[src/rtl/preamble_pkg.sv]
package preamble_pkg;

  // Number of pulses in the preamble template.
  localparam int NUM_PULSES = 4;

  // Start of each pulse window, in units of one pulse length,
  // counted from the newest history entry.
  function automatic int pulse_slot(input int idx);
    case (idx)
      0:       return 0;
      1:       return 2;
      2:       return 7;
      default: return 9;
    endcase
  endfunction

endpackage

[src/rtl/preamble_queue.sv]
module preamble_queue #(
  parameter int SAMPLE_W = 8,
  parameter int DEPTH    = 128
) (
  input  logic                clk,
  input  logic                rst,
  input  logic                push,
  input  logic [SAMPLE_W-1:0] din,
  output logic [SAMPLE_W-1:0] taps [DEPTH]
);

  always_ff @(posedge clk) begin
    if (rst) begin
      for (int i = 0; i < DEPTH; i++) taps[i] <= '0;
    end else if (push) begin
      taps[0] <= din;
      for (int i = 1; i < DEPTH; i++) taps[i] <= taps[i-1];
    end
  end


  hold_when_idle_chk: assert property (@(posedge clk) disable iff (rst)
    !push |=> $stable(taps[0]) && $stable(taps[DEPTH-1]));


  shift_order_chk: assert property (@(posedge clk) disable iff (rst)
    push |=> taps[0] == $past(din) && taps[1] == $past(taps[0]));

endmodule

[src/rtl/window_sums.sv]
module window_sums
  import preamble_pkg::*;
#(
  parameter int SAMPLE_W  = 8,
  parameter int DEPTH     = 128,
  parameter int PULSE_LEN = 8,
  parameter int SUM_W     = 15
) (
  input  logic                clk,
  input  logic                rst,
  input  logic                push,
  input  logic [SAMPLE_W-1:0] din,
  input  logic [SAMPLE_W-1:0] taps [DEPTH],
  output logic [SUM_W-1:0]    pulse_sum,
  output logic [SUM_W-1:0]    total_sum
);

  logic [SAMPLE_W-1:0] enter_smp [NUM_PULSES];
  logic [SAMPLE_W-1:0] leave_smp [NUM_PULSES];
  logic [SUM_W-1:0]    pulse_next;
  logic [SUM_W-1:0]    total_next;

  for (genvar w = 0; w < NUM_PULSES; w++) begin : g_win
    localparam int START = pulse_slot(w) * PULSE_LEN;
    localparam int LAST  = START + PULSE_LEN - 1;
    if (START == 0) begin : g_head
      assign enter_smp[w] = din;
    end else begin : g_inner
      assign enter_smp[w] = taps[START-1];
    end
    assign leave_smp[w] = taps[LAST];
  end

  always_comb begin
    pulse_next = pulse_sum;
    for (int w = 0; w < NUM_PULSES; w++) begin
      pulse_next = pulse_next + SUM_W'(enter_smp[w]) - SUM_W'(leave_smp[w]);
    end
    total_next = total_sum + SUM_W'(din) - SUM_W'(taps[DEPTH-1]);
  end

  always_ff @(posedge clk) begin
    if (rst) begin
      pulse_sum <= '0;
      total_sum <= '0;
    end else if (push) begin
      pulse_sum <= pulse_next;
      total_sum <= total_next;
    end
  end


  sums_order_chk: assert property (@(posedge clk) disable iff (rst)
    total_sum >= pulse_sum);


  sums_clear_chk: assert property (@(posedge clk)
    $past(rst) |-> pulse_sum == '0 && total_sum == '0);

endmodule

[src/rtl/peak_picker.sv]
module peak_picker #(
  parameter int SCORE_W = 18,
  parameter int HOLD_W  = 16
) (
  input  logic                      clk,
  input  logic                      rst,
  input  logic                      push,
  input  logic signed [SCORE_W-1:0] score_now,
  input  logic [SCORE_W-2:0]        min_margin,
  input  logic [HOLD_W-1:0]         holdoff_len,
  output logic                      found,
  output logic signed [SCORE_W-1:0] peak_score
);

  logic signed [SCORE_W-1:0] hist1;
  logic signed [SCORE_W-1:0] hist2;
  logic                      eval_q;
  logic [HOLD_W-1:0]         hold_cnt;
  logic signed [SCORE_W-1:0] floor_s;
  logic                      is_peak;

  assign floor_s = $signed({1'b0, min_margin});
  assign is_peak = (hist1 > floor_s) && (hist1 >= hist2) && (hist1 > score_now);

  always_ff @(posedge clk) begin
    if (rst) begin
      hist1      <= '0;
      hist2      <= '0;
      eval_q     <= 1'b0;
      hold_cnt   <= '0;
      found      <= 1'b0;
      peak_score <= '0;
    end else begin
      if (push) begin
        hist1 <= score_now;
        hist2 <= hist1;
      end
      eval_q <= push;
      found  <= 1'b0;
      if (eval_q) begin
        if (is_peak && hold_cnt == '0) begin
          found      <= 1'b1;
          peak_score <= hist1;
          hold_cnt   <= holdoff_len;
        end else if (hold_cnt != '0) begin
          hold_cnt <= hold_cnt - 1'b1;
        end
      end
    end
  end


  single_pulse_chk: assert property (@(posedge clk) disable iff (rst)
    found |=> !found);


  above_floor_chk: assert property (@(posedge clk) disable iff (rst)
    found |-> peak_score > floor_s);


  holdoff_idle_chk: assert property (@(posedge clk) disable iff (rst)
    $rose(found) |-> $past(hold_cnt) == '0);


  falling_after_chk: assert property (@(posedge clk) disable iff (rst)
    $rose(found) |-> $past(hist1) > $past(score_now) && peak_score == $past(hist1));


  score_held_chk: assert property (@(posedge clk) disable iff (rst)
    !found |-> $stable(peak_score));

endmodule

[src/rtl/preamble_detector.sv]
module preamble_detector
  import preamble_pkg::*;
#(
  parameter int SAMPLE_W  = 8,
  parameter int DEPTH     = 128,
  parameter int PULSE_LEN = 8,
  parameter int HOLD_W    = 16
) (
  input  logic                          clk,
  input  logic                          rst,
  input  logic                          sample_valid,
  output logic                          sample_ready,
  input  logic [SAMPLE_W-1:0]           sample_data,
  input  logic [SAMPLE_W+$clog2(DEPTH)+$clog2(DEPTH/(NUM_PULSES*PULSE_LEN))-1:0] min_margin,
  input  logic [HOLD_W-1:0]             holdoff_len,
  output logic                          preamble_found,
  output logic signed [SAMPLE_W+$clog2(DEPTH)+$clog2(DEPTH/(NUM_PULSES*PULSE_LEN)):0] peak_score
);

  localparam int ON_COUNT = NUM_PULSES * PULSE_LEN;
  localparam int RATIO    = DEPTH / ON_COUNT;
  localparam int SUM_W    = SAMPLE_W + $clog2(DEPTH);
  localparam int SCORE_W  = SUM_W + $clog2(RATIO) + 1;

  logic                      push;
  logic [SAMPLE_W-1:0]       taps [DEPTH];
  logic [SUM_W-1:0]          pulse_sum;
  logic [SUM_W-1:0]          total_sum;
  logic signed [SCORE_W-1:0] score_now;

  assign sample_ready = 1'b1;
  assign push         = sample_valid & sample_ready;

  preamble_queue #(.SAMPLE_W(SAMPLE_W), .DEPTH(DEPTH)) u_queue (
    .clk(clk), .rst(rst), .push(push), .din(sample_data), .taps(taps)
  );

  window_sums #(
    .SAMPLE_W(SAMPLE_W), .DEPTH(DEPTH), .PULSE_LEN(PULSE_LEN), .SUM_W(SUM_W)
  ) u_sums (
    .clk(clk), .rst(rst), .push(push), .din(sample_data), .taps(taps),
    .pulse_sum(pulse_sum), .total_sum(total_sum)
  );

  assign score_now = $signed(SCORE_W'(pulse_sum) * SCORE_W'(RATIO))
                   - $signed(SCORE_W'(total_sum));

  peak_picker #(.SCORE_W(SCORE_W), .HOLD_W(HOLD_W)) u_peak (
    .clk(clk), .rst(rst), .push(push), .score_now(score_now),
    .min_margin(min_margin), .holdoff_len(holdoff_len),
    .found(preamble_found), .peak_score(peak_score)
  );


  always_ready_chk: assert property (@(posedge clk) disable iff (rst)
    sample_ready);

endmodule

[config.mk]
export PLATFORM = sky130hd
export DESIGN_NAME = preamble_detector
export DESIGN_NICKNAME = d
export VERILOG_FILES = /design/src/rtl/preamble_pkg.sv /design/src/rtl/preamble_queue.sv /design/src/rtl/window_sums.sv /design/src/rtl/peak_picker.sv /design/src/rtl/preamble_detector.sv
export SDC_FILE = /design/constraint.sdc
export NUM_CORES = 2
export LEC_CHECK = 0
export ABC_AREA = 1
export BUFFER_PORTS_ARGS = -buffer_cell sky130_fd_sc_hd__buf_2
export CAP_MARGIN = 0
export CORE_MARGIN = 2
export CORE_UTILIZATION = 55
export DETAILED_ROUTE_END_ITERATION = 8
export PLACE_DENSITY = 0.72
export SLEW_MARGIN = 20
export SYNTH_ARGS = -nofsm -noshare
export SYNTH_HDL_FRONTEND = slang
export SYNTH_HIERARCHICAL = 1
export SYNTH_SLANG_ARGS = --single-unit
[constraint.sdc]
create_clock -name clk -period 5.45 [get_ports clk]
set_input_delay 1.09 -clock clk [delete_from_list [all_inputs] [get_ports clk]]
set_output_delay 1.09 -clock clk [all_outputs]
set_load 0.01 [all_outputs]
==> impl_metrics.csv <==
group,metric,value,unit
global_route,grt_use_total,19.0,%
min_path,min_path_type,"register to register",
clocking,cts_buffer_depth,3,
timing,timing.fmax,240,MHz
clocking,postCtsSetupRepairBufs,0,
synth,synth_seq_area_share,42.9,%
detailed_routing,vias,41300,
synth,synth_top_area_cell,"dfxtp_1",
synth,synthXorXnorAreaFrac,0.534,%
detailed_routing,drtIter0Drc,2388,
detailed_routing,ant_nets,0,
pwr,p_sw,7.93,mW
detailed_routing,vias_per_cell,4.46,
clocking,holdBufCountCts,0,
clocking,clk_pin_slew,0.06,ns
synth,yosys-mux-area-fraction,0,%
timing,skew,0.0281,ns
finish,multi_input_area,22000,µm²
global_route,first_global_vias,37700,
job,maxCapViolations,0,
synth,synth_area_per_cell,6.52,µm²
place,hpwlAfterDp,57.7,mm
place,io_buffer_count,62,
global_route,antenna_found_initial,1,
outcome,status,"finished clean",
detailed_routing,first_pass_iters,5,
detailed_routing,wl_per_cell,10.0,µm
floorplan,std_cell_rows,113,
setup_path,cp_common_cell,"fa_1",
min_path,hold_path_end,"u_peak/hist2[3]",
timing,setup_violations,0,
global_route,use_met2,34.1,%
global_route,grt.busiest_layer,"met2",
global_route,grt_max_degree,267,
synth,synth_top_area_share,42.9,%
timing,final_hold_viol_count,0,
clocking,clk_latency,0.71,ns
floorplan,dieArea,98000,µm²
detailed_routing,routed_wl,92.8,mm
pwr,internal-power,16.3,mW
global_route,grt_pass1_wl,163,mm
clocking,root_buffer,"clkbuf_16",
clocking,h-tree-depth,3,
pwr,power_per_cell_area,431,nW/µm²
timing,fin_crit_sh,76.5,%
synth,ys_types,48,
floorplan,core_area,94900,µm²
clocking,cts_resized,0,
clocking,numCtsBuffers,116,
pwr,leakagePower,29.1,nW
synth,synth_fa_ha_area_share,5.05,%
pwr,vdd_ir_drop_max,0.450,mV
setup_path,critical_path_class,"input port to register",
finish,stdcell_count,9256,
synth,synth_compound_area_share,2.03,%
finish,regArea,22500,µm²
setup_path,cp_num_buf_inv,5,
setup_path,crit_chain,"buf_2 -> fa_1 -> fa_1 -> inv_1 -> fa_1 -> fa_1 -> inv_1 -> ha_1 -> inv_1 -> fa_1 -> nor2_2 -> nor2_2 -> nor2_2 -> nor2_1 -> or2_1 -> nand3_1 -> nand2_1 -> inv_1",
pwr,combinationalPowerShare,27.5,%
floorplan,start_util,55.4,%
timing,rsz0062_at_grt,"false",
global_route,gr-usage-met3,2.65,%
pwr,seqPwrFrac,38.4,%
finish,drive_gt1_share,4.01,%
global_route,use_met1,23.7,%
timing,slew_headroom,17.3,%
synth,synth_edf_count,0,
setup_path,slowest_stage,"fa_1",
setup_path,reg2reg_slack,1.37,ns
finish,num-nets-final,8109,
floorplan,die_h,313,µm
setup_path,cp-start-kind,"input port",
timing,tightest_slew,1.24,ns
setup_path,ff2ff_path_depth,18,
synth,synthSimpleGateAreaFrac,34.3,%
place,place.gp.congestion,0.833,
synth,synth_top_family_by_area,"simple AND/OR/NAND/NOR gates",
pwr,p_clk_share,34.1,%
setup_path,crit_required,6.09,ns
timing,tns,0,ns
setup_path,r2r-start,"u_queue/taps[513]",
finish,fill_cells,9078,
synth,synth_fp_nets,8274,
finish,post-route-util,59.3,%
min_path,hp-start,"u_peak/hist2[3]",
min_path,hold_depth,2,
floorplan,ioPinCount,64,
clocking,cts_tree,"built",
synth,yosysWarnings,6,
synth,synth_top_cells_by_count,"nand2_1 (2434), nor2_1 (2157), inv_1 (1425)",
synth,async_flop_share,0,%
synth,ys.flop_type,"dfxtp_1",
setup_path,reg2reg_to,"u_sums/pulse_sum[10]",
detailed_routing,drc,0,
synth,synthCells,8057,
global_route,overflow,0,
floorplan,fp.dieW,313,µm
pwr,switching_share,32.7,%
setup_path,critPathTopFamily,"adder cells",
setup_path,endpoint_kind,"register",
finish,area_delta_synth_final,7.16,%
timing,fin_crit,4.17,ns
synth,synth_seq_cells,1126,
synth,yosys-top-cells-area,"dfxtp_1 (43%), nand2_1 (17%), nor2_1 (15%)",
clocking,cts.sinks,1126,
setup_path,slowest_delay,0.51,ns
synth,yosysMostFrequentCell,"nand2_1",
place,dpl.cell_count,9039,
setup_path,worstPathArrival,4.81,ns
timing,drv_slew,0,
setup_path,crit_fanout,3,
synth,netlist_area,52500,µm²
[worst register-to-register path: cells and delay by family, from the launching register on]
family	cells	cell delay (ns)
simple gates	7	0.69
flops	1	0.34
buf+inv	5	0.30
fa+ha+maj	6	2.72
[layer usage]
metal  part of all wire (%)  vias to the layer above
li1                       -                    22700
met1                     49                    18100
met2                     46                      308
met3                    2.9                      166
met4                    2.4                        0
met5                      0                        -
[stage by stage]
| step | cell area, µm² | hold WS, ns | worst slack, ns | power [mW] |
|---|---|---|---|---|
| after floorplan | 52500 | 0.433 | 1.05 | 14.8 |
| final | 56300 | 0.458 | 1.28 | 24.2 |
| after detailed placement | 52200 | 0.453 | 0.551 | 16.2 |
| after global placement | 52200 | 0.446 | 0.606 | 16.1 |
| after global routing | 56300 | 0.473 | 1.06 | 26.0 |
| after CTS | 56300 | 0.462 | 1.30 | 24.5 |
[power by group through the flow]
stage / clock network [mW] / registers (mW) / logic (mW)
2_1_floorplan: 0 / 9.32 / 5.46
3_3_place_gp: 0 / 9.47 / 6.61
3_5_place_dp: 0 / 9.49 / 6.69
4_1_cts: 8.50 / 9.31 / 6.74
5_1_grt: 8.79 / 9.39 / 7.84
6_report: 8.26 / 9.30 / 6.67
[logic make-up (layout without fill, tap and decap cells)]
family | count (synthesis) | count (layout)
AOI/OAI and AO/OA | 205 | 205
xor gates and xnor gates | 32 | 32
adders and majority gates | 173 | 173
buffers and inverters | 1807 | 1740
DFF | 1126 | 1126
other | 1 | 2
and+or+nand+nor | 4713 | 4713
[cell usage in the layout, fill, tap and decap left out, types with 19 or more instances in the layout]
master        n
nand2_1    2434
nor2_1     2157
inv_1      1425
dfxtp_1    1126
clkbuf_16   117
a21oi_1     115
ha_1        108
o21ai_0      77
fa_1         65
buf_2        61
nand3_1      55
clkbuf_1     29
clkbuf_8     29
xor2_1       25
clkinv_2     19
[layout make-up]
class | count | share of cell area (%)
clock buffers | 175 | 6.10
clock inverters | 41 | 1.09
well taps | 1265 | 2.81
diodes | 1 | 0.00445
repair buffers | 90 | 1.24
flip-flops and latches | 1126 | 40.0
inverters | 1434 | 9.58
multi-input cells | 5124 | 39.1
[registers in the layout, summed over array words and instances (netlist names)]
register           cells
u_peak/hold_cnt       16
u_sums/pulse_sum      15
u_peak/eval_q          1
u_peak/hist2          18
u_peak/peak_score     18
u_peak/hist1          18
u_queue/taps        1024
u_peak/found           1
u_sums/total_sum      15
[worst max-delay path by stage]
stage / end / startpoint / cells past startpoint / slack (ns)
finish: u_sums/pulse_sum[10] / sample_data[2] / 18 / 1.28
global route: u_sums/pulse_sum[10] / u_queue/taps[513] / 18 / 1.06
CTS: u_sums/pulse_sum[10] / sample_data[2] / 18 / 1.30
detailed placement: u_sums/pulse_sum[10] / sample_data[2] / 18 / 0.55
global placement: u_sums/pulse_sum[10] / sample_data[2] / 18 / 0.61
floorplan: u_sums/pulse_sum[10] / sample_data[2] / 17 / 1.05
Power figures use the tool's default switching activity.
